$ cat src/rtl/irq_pkg.sv
package irq_pkg;
  localparam int NSRC    = 5;
  localparam int A_SLOTS = 3;
  localparam int B_SLOTS = NSRC - A_SLOTS;
  localparam int REG_W   = 8;
  localparam int EN_LSB_A = 1;
  localparam int EN_LSB_B = 0;
  localparam int FLAG_LSB = 4;

  typedef enum logic {
    SEL_A = 1'b0,
    SEL_B = 1'b1
  } reg_sel_e;

  // vector address of a source index
  function automatic int vector_at(input int base, input int step, input int idx);
    return base + step * idx;
  endfunction
endpackage

$ cat src/rtl/irq_pin_edge.sv
module irq_pin_edge #(
  parameter int SYNC_STAGES = 2
) (
  input  logic clk,
  input  logic rst_n,
  input  logic pin,
  input  logic rise_en,
  input  logic fall_en,
  output logic edge_evt
);
  localparam int LAST = SYNC_STAGES;

  // chain[0..SYNC_STAGES-1] synchronise, chain[LAST] keeps the previous level
  logic [LAST:0] chain;
  logic cur_lvl, prev_lvl;

  always_ff @(posedge clk or negedge rst_n) begin
    if (!rst_n) chain <= '0;
    else        chain <= {chain[LAST-1:0], pin};
  end

  assign cur_lvl  = chain[LAST-1];
  assign prev_lvl = chain[LAST];
  assign edge_evt = (cur_lvl & ~prev_lvl & rise_en) | (~cur_lvl & prev_lvl & fall_en);
endmodule

$ cat src/rtl/irq_regs.sv
module irq_regs
  import irq_pkg::*;
(
  input  logic             clk,
  input  logic             rst_n,
  input  logic             we,
  input  logic             sel,
  input  logic [REG_W-1:0] wdata,
  input  logic [NSRC-1:0]  evt,
  input  logic             take,
  input  logic [NSRC-1:0]  grant,
  input  logic             reti_en,
  output logic [NSRC-1:0]  en,
  output logic [NSRC-1:0]  flag,
  output logic             master,
  output logic [REG_W-1:0] rdata
);
  logic [NSRC-1:0] en_n, flag_n;
  logic            master_n;
  logic            hit_a, hit_b;

  assign hit_a = we && (sel == SEL_A);
  assign hit_b = we && (sel == SEL_B);

  // precedence: write, return-with-enable, acknowledge clear, new events
  always_comb begin
    en_n     = en;
    flag_n   = flag;
    master_n = master;
    if (hit_a) begin
      master_n = wdata[0];
      for (int i = 0; i < A_SLOTS; i++) begin
        en_n[i]   = wdata[EN_LSB_A + i];
        flag_n[i] = wdata[FLAG_LSB + i];
      end
    end
    if (hit_b) begin
      for (int i = 0; i < B_SLOTS; i++) begin
        en_n[A_SLOTS + i]   = wdata[EN_LSB_B + i];
        flag_n[A_SLOTS + i] = wdata[FLAG_LSB + i];
      end
    end
    if (reti_en) master_n = 1'b1;
    if (take) begin
      master_n = 1'b0;
      flag_n   = flag_n & ~grant;
    end
    flag_n = flag_n | evt;
  end

  always_ff @(posedge clk or negedge rst_n) begin
    if (!rst_n) begin
      en     <= '0;
      flag   <= '0;
      master <= 1'b0;
    end else begin
      en     <= en_n;
      flag   <= flag_n;
      master <= master_n;
    end
  end

  always_comb begin
    rdata = '0;
    if (sel == SEL_A) begin
      rdata[0] = master;
      for (int i = 0; i < A_SLOTS; i++) begin
        rdata[EN_LSB_A + i] = en[i];
        rdata[FLAG_LSB + i] = flag[i];
      end
    end else begin
      for (int i = 0; i < B_SLOTS; i++) begin
        rdata[EN_LSB_B + i] = en[A_SLOTS + i];
        rdata[FLAG_LSB + i] = flag[A_SLOTS + i];
      end
    end
  end
endmodule

$ cat src/rtl/irq_prio_pick.sv
module irq_prio_pick
  import irq_pkg::*;
#(
  parameter int VEC_W    = 8,
  parameter int VEC_BASE = 4,
  parameter int VEC_STEP = 4
) (
  input  logic [NSRC-1:0]  pend,
  output logic [NSRC-1:0]  grant,
  output logic [VEC_W-1:0] vec
);
  logic found;

  // lowest index has the highest priority
  always_comb begin
    grant = '0;
    vec   = '0;
    found = 1'b0;
    for (int i = 0; i < NSRC; i++) begin
      if (pend[i] && !found) begin
        grant[i] = 1'b1;
        vec      = VEC_W'(vector_at(VEC_BASE, VEC_STEP, i));
        found    = 1'b1;
      end
    end
  end
endmodule

$ cat src/rtl/irq_ctrl.sv
module irq_ctrl
  import irq_pkg::*;
#(
  parameter int VEC_W       = 8,
  parameter int VEC_BASE    = 4,
  parameter int VEC_STEP    = 4,
  parameter int SYNC_STAGES = 2
) (
  input  logic               clk,
  input  logic               rst_n,
  input  logic               ext_pin,
  input  logic               ext_rise_en,
  input  logic               ext_fall_en,
  input  logic [NSRC-2:0]    periph_req,
  input  logic               reg_we,
  input  logic               reg_sel,
  input  logic [REG_W-1:0]   reg_wdata,
  output logic [REG_W-1:0]   reg_rdata,
  input  logic               stack_full,
  input  logic               irq_ack,
  input  logic               reti_en,
  output logic               irq_req,
  output logic [VEC_W-1:0]   irq_vec,
  output logic               wake
);
  logic            ext_evt;
  logic [NSRC-1:0] evt_vec;
  logic [NSRC-1:0] en, flag, pend, grant;
  logic            master;
  logic            take;

  irq_pin_edge #(.SYNC_STAGES(SYNC_STAGES)) u_edge (
    .clk      (clk),
    .rst_n    (rst_n),
    .pin      (ext_pin),
    .rise_en  (ext_rise_en),
    .fall_en  (ext_fall_en),
    .edge_evt (ext_evt)
  );

  assign evt_vec = {periph_req, ext_evt};

  irq_regs u_regs (
    .clk     (clk),
    .rst_n   (rst_n),
    .we      (reg_we),
    .sel     (reg_sel),
    .wdata   (reg_wdata),
    .evt     (evt_vec),
    .take    (take),
    .grant   (grant),
    .reti_en (reti_en),
    .en      (en),
    .flag    (flag),
    .master  (master),
    .rdata   (reg_rdata)
  );

  assign pend = en & flag;

  irq_prio_pick #(.VEC_W(VEC_W), .VEC_BASE(VEC_BASE), .VEC_STEP(VEC_STEP)) u_pick (
    .pend  (pend),
    .grant (grant),
    .vec   (irq_vec)
  );

  assign irq_req = master & (|pend) & ~stack_full;
  assign take    = irq_ack & irq_req;
  assign wake    = |flag;
endmodule

$ cat config.mk
export PLATFORM = sky130hd
export DESIGN_NAME = irq_ctrl
export DESIGN_NICKNAME = d
export VERILOG_FILES = /design/src/rtl/irq_pkg.sv /design/src/rtl/irq_pin_edge.sv /design/src/rtl/irq_regs.sv /design/src/rtl/irq_prio_pick.sv /design/src/rtl/irq_ctrl.sv
export SDC_FILE = /design/constraint.sdc
export NUM_CORES = 1
export LEC_CHECK = 0
export ABC_AREA = 1
export BUFFER_PORTS_ARGS = -buffer_cell sky130_fd_sc_hd__clkbuf_2
export CAP_MARGIN = 20
export CORE_MARGIN = 2
export CORE_UTILIZATION = 49
export CTS_CLUSTER_DIAMETER = 120
export CTS_CLUSTER_SIZE = 16
export DETAILED_ROUTE_END_ITERATION = 8
export GPL_ROUTABILITY_DRIVEN = 0
export PLACE_DENSITY = 0.91
export SYNTH_ARGS = -nofsm -noshare
export SYNTH_HDL_FRONTEND = slang
export SYNTH_SLANG_ARGS = --single-unit
$ cat constraint.sdc
create_clock -name clk -period 3.95 [get_ports clk]
set_clock_uncertainty 0.2 [all_clocks]
set_input_delay 0.1975 -clock clk [delete_from_list [all_inputs] [get_ports clk]]
set_output_delay 0.1975 -clock clk [all_outputs]
set_load 0.03 [all_outputs]
==> run summary <==
The data arrival at the endpoint of the critical path was 1.42 ns. The cell count after placement is 179, and the post-route minimum period is 1.82 ns. For the worst-skew pair, the clock arrives at the later sink with an insertion delay of 0.30 ns.

The first detailed-routing pass ran for 4 iterations. The worst setup path is launched from a flip-flop. The count of nets left with antenna violations once routing finished came out at 0.

The setup path with the least slack is of type flip-flop to output pin. In the final layout, flip-flops and latches occupy 350 µm². On the final layout, the worst hold slack is 0.0145 ns.

Measured along the x axis, the die boundary spans 46.3 µm. The synthesized netlist contains 18 unique library cells. The synthesized design devotes to its leading area cell type 40.0% of total area. The total core area came out at 1710 µm². The first global-routing pass estimated 3100 µm of wire. The number of max-slew violations in the final report is 0. Once the floorplan was initialized, standard cells occupied 51.3% of the core. The run gives 2030 µm as the final wirelength.

The run gives 402 µm² as the multi-input logic area. In this run the most critical hold path is launched from ext_rise_en. The type of element capturing the critical path is an output pin. Buffers inserted during clock tree synthesis total 3. For this design the static power due to leakage is 0.678 nW. Biggest area consumer among synthesized cells: dfrtp_1. TritonCTS built the clock tree. The floorplan step defined a die boundary enclosing 2140 µm².

Mean area per synthesized cell: 7.01 µm². The tools report the final number of hold-violating endpoints as 0. The count of buffers added by post-CTS timing repair for setup was 0; the power per cell area was 365 nW/µm².

The number of buffers inserted by port buffering is 32. Number of nets at the end of the flow: 192. Setup violations remaining at the end of the flow were counted as 0.

The tools report the number of global-route vias before repair as 778. In this run the vertical extent of the chip is 46.3 µm. The proportion of layout cells with a drive suffix above 1 is 26.0%. The count of cells in the finished layout, fillers not included, comes to 194.

The number of antenna violations at the first check in global routing was 0. After layout, the design draws a total of 0.425 mW. The period utilization was 46.0%. The mapped netlist covers 876 µm².

After detailed routing, the average wire length per cell comes to 10.4 µm. The tools report the required arrival time at the worst endpoint as 3.55 ns. The clock tree root buffer cell was clkbuf_4.

After filler insertion, the fill cell instance count of the layout stands at 134. The path class of the lowest-slack min-delay path is input port to flip-flop. After synthesis, flip-flops and latches occupy 40.0% of the total area. The cell count after synthesis came out at 125. Setup repair after global routing left no endpoint under its margin. The run gives 0 as the number of remaining DRC errors. The number of max-capacitance violations reported came out at 0. The achievable frequency is 550 MHz, and the row count is 15.

Global routing consumed, over all layers together, 21.1% of the routing resources. The flow ran to the end, and the final reports show no timing, DRC or antenna violations. The Yosys step of the flow raised 0 warnings.

The tools report the critical register-to-register path startpoint as u_regs.en[0]. Count of antenna diodes in the layout: 0. The final setup TNS came out at 0 ns.

The worst-case clock buffer depth was 2. The run gives 1 as the H-tree level count. The number of vias per cell works out to 4.62. The routed layout has 897 vias.

The flop and latch count out of synthesis came out at 14. Entering global routing, the biggest net connects 15 pins. From synthesis to final layout, the design area changed by 33.0%.

The logs give 40 for the total I/O pin count and 0 for the final global-route overflow total. Maximum net fanout on the critical path: 3. The post-layout worst setup margin is 2.13 ns. The logs give 0.276 mV for the largest vdd supply drop and 2.46 ns for the worst slack at placement. Yosys attributes the largest share of cell area to dfrtp_1 40%, nand2_1 13%, inv_1 8.6%, nor2_1 7.3%, buf_4 5.1%.

Clock-pin slew was measured on the worst setup and hold paths at 0.09 ns. Worst setup path startpoint: u_regs.en[0]. CTS saw 14 sinks. For the HPWL after detailed placement, the log shows 1570 µm.

The first routing iteration left 11 violations.
[timing repair]
action / in CTS / in global routing
hold endpoints to repair: 25 / 0
setup endpoints to repair: 0 / 0
resized for setup: 0 / 0
hold buffers: 11 / 0
[cells by family after synthesis]
logic type / Yosys count / share of synthesized area [%]
other cells: 1 / 0.428
simple gates: 65 / 32.9
flops: 14 / 40.0
compound gates: 17 / 10.4
buf+inv: 28 / 16.3
[layout make-up]
type                       count  share of cell area [%]
clock buffer                   4                    3.11
multi-input combinational     88                    34.5
tap                           25                    2.69
inverter                      20                    6.44
sequential                    14                    30.1
timing repair buffer          43                    23.2
[flip-flops by register name, indices dropped and copies added, names as in the netlist]
name	flops
u_regs.flag	5
u_regs.en	5
u_regs.master	1
u_edge.chain	3
[path summary, 6_finish.rpt]
kind                              endpoint  slack [ns]  cells past startpoint
setup / recovery                irq_vec[2]        2.13                      5
hold / removal              u_regs.flag[0]        0.01                      5
setup reg to reg            u_regs.flag[4]        2.55                      5
hold reg to reg            u_edge.chain[1]        0.16                      0
max in group asynchronous   u_regs.flag[0]        3.15                      2
min in group asynchronous   u_regs.flag[1]        0.13                      2
[report_power, final]
| part | internal (mW) | total, mW | switching [mW] | leakage [nW] |
|---|---|---|---|---|
| sequential | 0.157 | 0.169 | 0.0120 | 0.154 |
| clock | 0.0563 | 0.108 | 0.0516 | 0.0210 |
| combinational | 0.0490 | 0.148 | 0.0987 | 0.503 |
[worst max-delay path, cell delays in order (launching register included)]
cell and delay (ns):
dfrtp_1 0.41, nand2_1 0.15, nand2_2 0.08, nor2_1 0.14, a211o_1 0.14, clkbuf_2 0.19
[cell usage after synthesis, drive strengths merged]
master	instances
a21o	1
a21oi	6
buf	8
dfrtp	14
nand3	6
inv	20
nand2	35
conb	1
nand3b	1
a211o	1
nand4	4
nor2	19
o21ai	9
[stage by stage]
| stage | instance area [µm²] | utilization [%] |
|---|---|---|
| after global placement | 1020 | 59.6 |
| after global routing | 1160 | 68.2 |
| final | 1160 | 68.2 |
| after floorplan | 895 | - |
| after detailed placement | 1020 | 59.6 |
| after CTS | 1160 | 68.2 |
[metal layers]
layer	track usage [%]	share of wire [%]	vias up
met2	36.9	55	21
met4	12.6	1.7	0
met1	23.2	38	409
met5	0	0	-
met3	4.31	4.9	5
li1	-	-	462
[layout by cell type, fill, tap and decap left out]
master	n
nor2_2	2
o21ai_1	1
nor2_1	17
conb_1	6
nand3_2	1
a211o_1	1
dlygate4sd3_1	11
nand2_1	30
inv_1	20
nand4_1	4
clkbuf_8	1
a21o_1	1
nand2_2	5
dfrtp_1	14
nand3_1	5
nand3b_1	1
o21ai_0	8
clkbuf_2	32
a21oi_1	6
clkbuf_4	3
Note: power is estimated with default switching activity, not from simulation.
